===== config.mk =====
export PLATFORM = sky130hd
export DESIGN_NAME = cache_maint_ctrl
export DESIGN_NICKNAME = d
export VERILOG_FILES = /design/src/rtl/cmc_pkg.sv /design/src/rtl/cmc_addr_dec.sv /design/src/rtl/cmc_ctrl_reg.sv /design/src/rtl/cmc_inv_seq.sv /design/src/rtl/cmc_rd_mux.sv /design/src/rtl/cache_maint_ctrl.sv
export SDC_FILE = /design/constraint.sdc
export NUM_CORES = 1
export LEC_CHECK = 0
export BUFFER_PORTS_ARGS = -buffer_cell sky130_fd_sc_hd__buf_2
export CORE_ASPECT_RATIO = 1.25
export CORE_MARGIN = 2
export CORE_UTILIZATION = 39
export DETAILED_ROUTE_END_ITERATION = 10
export PLACE_DENSITY = 0.92
export SYNTH_ARGS = -nofsm -noshare
export SYNTH_HDL_FRONTEND = slang
export SYNTH_HIERARCHICAL = 1
export SYNTH_SLANG_ARGS = --single-unit

===== constraint.sdc =====
create_clock -name clk -period 3.65 [get_ports clk]
set_input_delay 0.365 -clock clk [delete_from_list [all_inputs] [get_ports clk]]
set_output_delay 0.365 -clock clk [all_outputs]
set_load 0.05 [all_outputs]

===== src/rtl/cmc_pkg.sv =====
package cmc_pkg;

   localparam int unsigned WORD_W = 32;

   localparam logic [11:0] OFS_ID   = 12'h000;
   localparam logic [11:0] OFS_SIZE = 12'h004;
   localparam logic [11:0] OFS_CTRL = 12'h100;
   localparam logic [11:0] OFS_INV  = 12'h700;

   localparam int unsigned BIT_EN      = 0;
   localparam int unsigned BIT_WALLOC  = 1;
   localparam int unsigned BIT_CWF_OFF = 2;
   localparam int unsigned BIT_READY   = 16;

   typedef struct packed {
      logic cwf_off;
      logic wr_alloc;
      logic enable;
   } ctrl_t;

   typedef enum logic [2:0] {
      SEL_ID,
      SEL_SIZE,
      SEL_CTRL,
      SEL_INV,
      SEL_NONE
   } sel_e;

endpackage


===== src/rtl/cmc_addr_dec.sv =====
module cmc_addr_dec
   import cmc_pkg::*;
#(
   parameter int unsigned ADDR_W = 12
) (
   input  logic [ADDR_W-1:0] addr,
   input  logic              wr,
   output sel_e              sel,
   output logic              ctrl_wr,
   output logic              inv_wr
);

   always_comb begin
      if (addr == ADDR_W'(OFS_ID))
         sel = SEL_ID;
      else if (addr == ADDR_W'(OFS_SIZE))
         sel = SEL_SIZE;
      else if (addr == ADDR_W'(OFS_CTRL))
         sel = SEL_CTRL;
      else if (addr == ADDR_W'(OFS_INV))
         sel = SEL_INV;
      else
         sel = SEL_NONE;
   end

   assign ctrl_wr = wr && (sel == SEL_CTRL);
   assign inv_wr  = wr && (sel == SEL_INV);

endmodule


===== src/rtl/cmc_ctrl_reg.sv =====
module cmc_ctrl_reg
   import cmc_pkg::*;
(
   input  logic              clk,
   input  logic              rst_n,
   input  logic              load,
   input  logic [WORD_W-1:0] wdata,
   output ctrl_t             ctrl
);

   logic unused_wdata_bits;
   assign unused_wdata_bits = ^{wdata[WORD_W-1:BIT_CWF_OFF+1]};

   always_ff @(posedge clk or negedge rst_n) begin
      if (!rst_n) begin
         ctrl <= '0;
      end else if (load) begin
         ctrl.enable   <= wdata[BIT_EN];
         ctrl.wr_alloc <= wdata[BIT_WALLOC];
         ctrl.cwf_off  <= wdata[BIT_CWF_OFF];
      end
   end

endmodule


===== src/rtl/cmc_inv_seq.sv =====
module cmc_inv_seq #(
   parameter int unsigned NUM_LINES = 256,
   localparam int unsigned IDX_W = (NUM_LINES > 1) ? $clog2(NUM_LINES) : 1
) (
   input  logic             clk,
   input  logic             rst_n,
   input  logic             start,
   output logic             busy,
   output logic [IDX_W-1:0] idx
);

   logic at_last;

   generate
      if ((NUM_LINES & (NUM_LINES - 1)) == 0) begin : g_pow2
         assign at_last = &idx;
      end else begin : g_any
         assign at_last = (idx == IDX_W'(NUM_LINES - 1));
      end
   endgenerate

   always_ff @(posedge clk or negedge rst_n) begin
      if (!rst_n) begin
         busy <= 1'b1;
         idx  <= '0;
      end else if (start) begin
         busy <= 1'b1;
         idx  <= '0;
      end else if (busy) begin
         if (at_last) begin
            busy <= 1'b0;
            idx  <= '0;
         end else begin
            idx <= idx + 1'b1;
         end
      end
   end

endmodule


===== src/rtl/cmc_rd_mux.sv =====
module cmc_rd_mux
   import cmc_pkg::*;
#(
   parameter int unsigned REL_NUM    = 1,
   parameter int unsigned PART_NUM   = 2,
   parameter int unsigned CACHE_ID   = 3,
   parameter int unsigned CACHE_SIZE = 16,
   parameter int unsigned MEM_SIZE   = 1024
) (
   input  sel_e              sel,
   input  ctrl_t             ctrl,
   input  logic              ready,
   output logic [WORD_W-1:0] rdata
);

   localparam logic [WORD_W-1:0] ID_WORD =
      {16'h0000, 6'(CACHE_ID), 4'(PART_NUM), 6'(REL_NUM)};
   localparam logic [WORD_W-1:0] SIZE_WORD =
      {16'(MEM_SIZE), 16'(CACHE_SIZE)};

   always_comb begin
      rdata = '0;
      case (sel)
         SEL_ID:   rdata = ID_WORD;
         SEL_SIZE: rdata = SIZE_WORD;
         SEL_CTRL: begin
            rdata[BIT_EN]      = ctrl.enable;
            rdata[BIT_WALLOC]  = ctrl.wr_alloc;
            rdata[BIT_CWF_OFF] = ctrl.cwf_off;
            rdata[BIT_READY]   = ready;
         end
         default:  rdata = '0;
      endcase
   end

endmodule


===== src/rtl/cache_maint_ctrl.sv =====
module cache_maint_ctrl
   import cmc_pkg::*;
#(
   parameter int unsigned ADDR_W     = 12,
   parameter int unsigned NUM_LINES  = 256,
   parameter int unsigned REL_NUM    = 1,
   parameter int unsigned PART_NUM   = 2,
   parameter int unsigned CACHE_ID   = 3,
   parameter int unsigned CACHE_SIZE = 16,
   parameter int unsigned MEM_SIZE   = 1024,
   localparam int unsigned IDX_W = (NUM_LINES > 1) ? $clog2(NUM_LINES) : 1
) (
   input  logic              clk,
   input  logic              rst_n,
   input  logic [ADDR_W-1:0] reg_addr,
   input  logic              reg_wr,
   input  logic [31:0]       reg_wdata,
   output logic [31:0]       reg_rdata,
   output logic              cfg_enable,
   output logic              cfg_wr_alloc,
   output logic              cfg_cwf_off,
   output logic              bypass,
   output logic              line_clr,
   output logic [IDX_W-1:0]  line_clr_idx
);

   generate
      if (NUM_LINES < 2) begin : g_bad_lines
         $error("NUM_LINES must be at least 2");
      end
      if (ADDR_W < 11) begin : g_bad_addr
         $error("ADDR_W must be at least 11 to reach every register");
      end
      if (REL_NUM > 63 || CACHE_ID > 63) begin : g_bad_id6
         $error("release number and cache ID must fit in 6 bits");
      end
      if (PART_NUM > 15) begin : g_bad_part
         $error("part number must fit in 4 bits");
      end
      if (CACHE_SIZE > 65535 || MEM_SIZE > 65535) begin : g_bad_size
         $error("size fields must fit in 16 bits");
      end
   endgenerate

   sel_e  sel;
   logic  ctrl_wr;
   logic  inv_wr;
   ctrl_t ctrl;
   logic  busy;

   cmc_addr_dec #(.ADDR_W(ADDR_W)) u_dec (
      .addr    (reg_addr),
      .wr      (reg_wr),
      .sel     (sel),
      .ctrl_wr (ctrl_wr),
      .inv_wr  (inv_wr)
   );

   cmc_ctrl_reg u_ctrl (
      .clk   (clk),
      .rst_n (rst_n),
      .load  (ctrl_wr),
      .wdata (reg_wdata),
      .ctrl  (ctrl)
   );

   cmc_inv_seq #(.NUM_LINES(NUM_LINES)) u_seq (
      .clk   (clk),
      .rst_n (rst_n),
      .start (inv_wr),
      .busy  (busy),
      .idx   (line_clr_idx)
   );

   cmc_rd_mux #(
      .REL_NUM    (REL_NUM),
      .PART_NUM   (PART_NUM),
      .CACHE_ID   (CACHE_ID),
      .CACHE_SIZE (CACHE_SIZE),
      .MEM_SIZE   (MEM_SIZE)
   ) u_rd (
      .sel   (sel),
      .ctrl  (ctrl),
      .ready (!busy),
      .rdata (reg_rdata)
   );

   assign cfg_enable   = ctrl.enable;
   assign cfg_wr_alloc = ctrl.wr_alloc;
   assign cfg_cwf_off  = ctrl.cwf_off;
   assign line_clr     = busy;
   assign bypass       = busy || !ctrl.enable;

endmodule


==> out/results.ini <==
[setup_path]
required_ns = 3.28
critPathCaptureType = primary output
crit_path_max_incr_delay_ns = 0.53
crit_buf_inv = 2
crit_chain = buf_2 > or4_4 > nor4_4 > and4b_1 > and3_1 > buf_2
start_kind = primary input
rr_worst_depth = 5
r2r-end = u_seq/idx[5]
path_delay_family = simple AND/OR/NAND/NOR gates
critPathMostFrequentCell = buf_2
rrSetupSlack_ns = 2.16
r2r-start = u_seq/idx[0]
cp_max_fo = 7
cp_data_arrival_time_ns = 2.06
crit_type = primary input to primary output
critPathSlowestCell = or4_4

[placement]
dpl.cell_count = 176
gp_congestion = 0.8601
dp_hpwl_mm = 1.498
portBuffers = 39

[clocking]
ctsResizeCount = 0
cts_tree = built
post_cts_buffers = 0
cts_hold_buffers = 1
cts.sinks = 12
root_buffer = clkbuf_4
cts_made_buffers = 3
cts.htree.levels = 1
cts.path.max_buffers = 2
insertion_delay_ns = 0.27
clkTransAtPathRegs_ns = 0.07

[timing]
fin_crit_ns = 2.425
rsz0062_at_grt = no
maxClockFrequency_mhz = 412.3
clock_skew_ns = 0.001426
finalMaxSlewViolations = 0
setup_viol = 0
final.setup.tns_ns = 0
post-route-period-util_pct = 66.45
hold_viol_final = 0

[logic_synthesis]
synth_top_area_share_pct = 28.65
avgSynthCellArea_um2 = 8.897
ys_seq_area_share_pct = 31.38
synth_cell_types = 39
syn_area_um2 = 960.9
synth.largest_area_cell = dfrtp_1
synth_seq_cells = 12
netlist_instances = 108
synth_top_cells_by_area = dfrtp_1 (29%), buf_4 (20%), a21oi_1 (4.7%)
yosysWarningCount = 6

[pwr]
peakVddDrop_uv = 126.2
p_leak_nw = 0.5823
powerDensity_nw_per_um2 = 291.2

[finish]
fillers = 243
fin_cells = 181
final_core_util_pct = 47.74
drive_above_1_share_pct = 36.49
nNetsFinal = 197
syn_to_final_growth_pct = 18.10
num_antenna_cells = 0

[global_route]
grt_pass1_vias = 731
antenna_found_initial = 0
grt_pass1_wl_mm = 3.077
grt_max_degree = 13
grt_overflow_total = 0
grt.total_usage_pct = 13.79

[outcome]
status = completed

[floorplanning]
io_pins = 92
core_area_um2 = 2377
die_w_um = 48.40
die_area_um2 = 2879
die_h_um = 59.50
placementRows = 20
initial_core_util_pct = 40.42

[routing]
drc = 0
viasPerCell = 4.801
ant_nets = 0
vias = 869
first_pass_iters = 4
wl_per_cell_um = 10.88
drt-total-wl_mm = 1.970
drtIter0Drc = 12

[flow_run]
cap_violations = 0

[min_path]
hp-class = primary input to flop
min_path_cells = 2
min_to = u_ctrl/ctrl[0]
holdCritStartpoint = reg_wdata[0]

[metrics by stage]
step	total power [mW]	hold WS (ns)	setup slack [ns]	area [um^2]
finish	0.3305	0.3211	1.225	1135
global route	0.3447	0.3186	1.077	1135
CTS	0.3338	0.3115	1.201	1135
detailed placement	0.2270	0.2517	1.201	1089
global placement	0.2258	0.2519	1.232	1089
floorplan	0.2277	0.06941	0.4085	1044
[power by group]
group | switching, mW | internal [mW] | total, mW | leakage (nW)
clock network | 0.0437 | 0.0606 | 0.104 | 0.0210
registers | 0.00233 | 0.134 | 0.137 | 0.123
logic | 0.0738 | 0.0156 | 0.0894 | 0.439
[registers in the layout (all words and copies together), names as in the netlist]
signal and count:
u_seq/idx 8, u_ctrl/ctrl 3, u_seq/busy 1
[kinds of logic (layout without fill, tap and decap cells)]
logic type | Yosys count | count (layout) | synth area share [%]
adders and majority gates | 1 | 1 | 1.302
xor gates and xnor gates | 3 | 3 | 2.735
buffers and inverters | 30 | 48 | 21.48
muxes | 3 | 3 | 3.515
DFF | 12 | 12 | 31.38
AOI/OAI and AO/OA | 15 | 15 | 9.636
and+or+nand+nor | 43 | 43 | 29.56
other | 1 | 23 | 0.3903
[per-layer routing]
metal | share of wire [%] | global-route usage (%) | wire length (um) | vias to the layer above
li1 | - | - | - | 412
met1 | 39 | 13.70 | 776 | 408
met2 | 52 | 27.38 | 1030 | 47
met3 | 6.9 | 3.788 | 136 | 2
met4 | 1.4 | 5.306 | 27 | 0
met5 | 0 | 0 | 0 | -
[worst max path at each step]
stage	startpoint	end	slack, ns	depth (start not counted)
floorplan	reg_addr[7]	reg_rdata[10]	0.41	5
global placement	reg_addr[7]	reg_rdata[16]	1.23	6
detailed placement	reg_addr[7]	reg_rdata[2]	1.20	6
CTS	reg_addr[7]	reg_rdata[2]	1.20	6
global route	reg_addr[7]	reg_rdata[10]	1.08	6
finish	reg_addr[7]	reg_rdata[2]	1.22	6
[final cells by class]
class,instances,area (um^2),share of cell area [%]
inverters,4,15.01,1.323
clock buffers,4,36.28,3.197
flip-flops and latches,12,301.5,26.57
well taps,33,41.29,3.638
repair buffers,40,205.2,18.08
multi-input cells,88,535.5,47.19
[cells in the mapped netlist, drive strengths merged]
master / n
buf: 26
dfrtp: 11
a21oi: 9
nand2: 7
nand3: 6
inv: 4
nor2: 4
nor3: 4
and3: 3
mux2: 3
nor3b: 3
or3: 3
and4: 2
nand4: 2
or4: 2
xor2: 2
a21boi: 1
a21o: 1
and3b: 1
and4b: 1
conb: 1
dfstp: 1
ha: 1
nand2b: 1
nand3b: 1
nand4b: 1
nor2b: 1
nor4: 1
o211ai: 1
o21a: 1
o21ai: 1
o41ai: 1
xnor2: 1
[cells in the final DEF, fill, tap and decap left out, types with 2 or more instances in the layout]
| master | count |
|---|---|
| a21oi_1 | 9 |
| and3_1 | 3 |
| and4_1 | 2 |
| buf_2 | 39 |
| clkbuf_4 | 3 |
| conb_1 | 23 |
| dfrtp_1 | 11 |
| inv_1 | 4 |
| mux2_2 | 3 |
| nand2_1 | 7 |
| nand3_1 | 6 |
| nor2_1 | 3 |
| nor3_1 | 4 |
| nor3b_1 | 3 |
| xor2_1 | 2 |
Note: power is estimated with default switching activity, not from simulation.
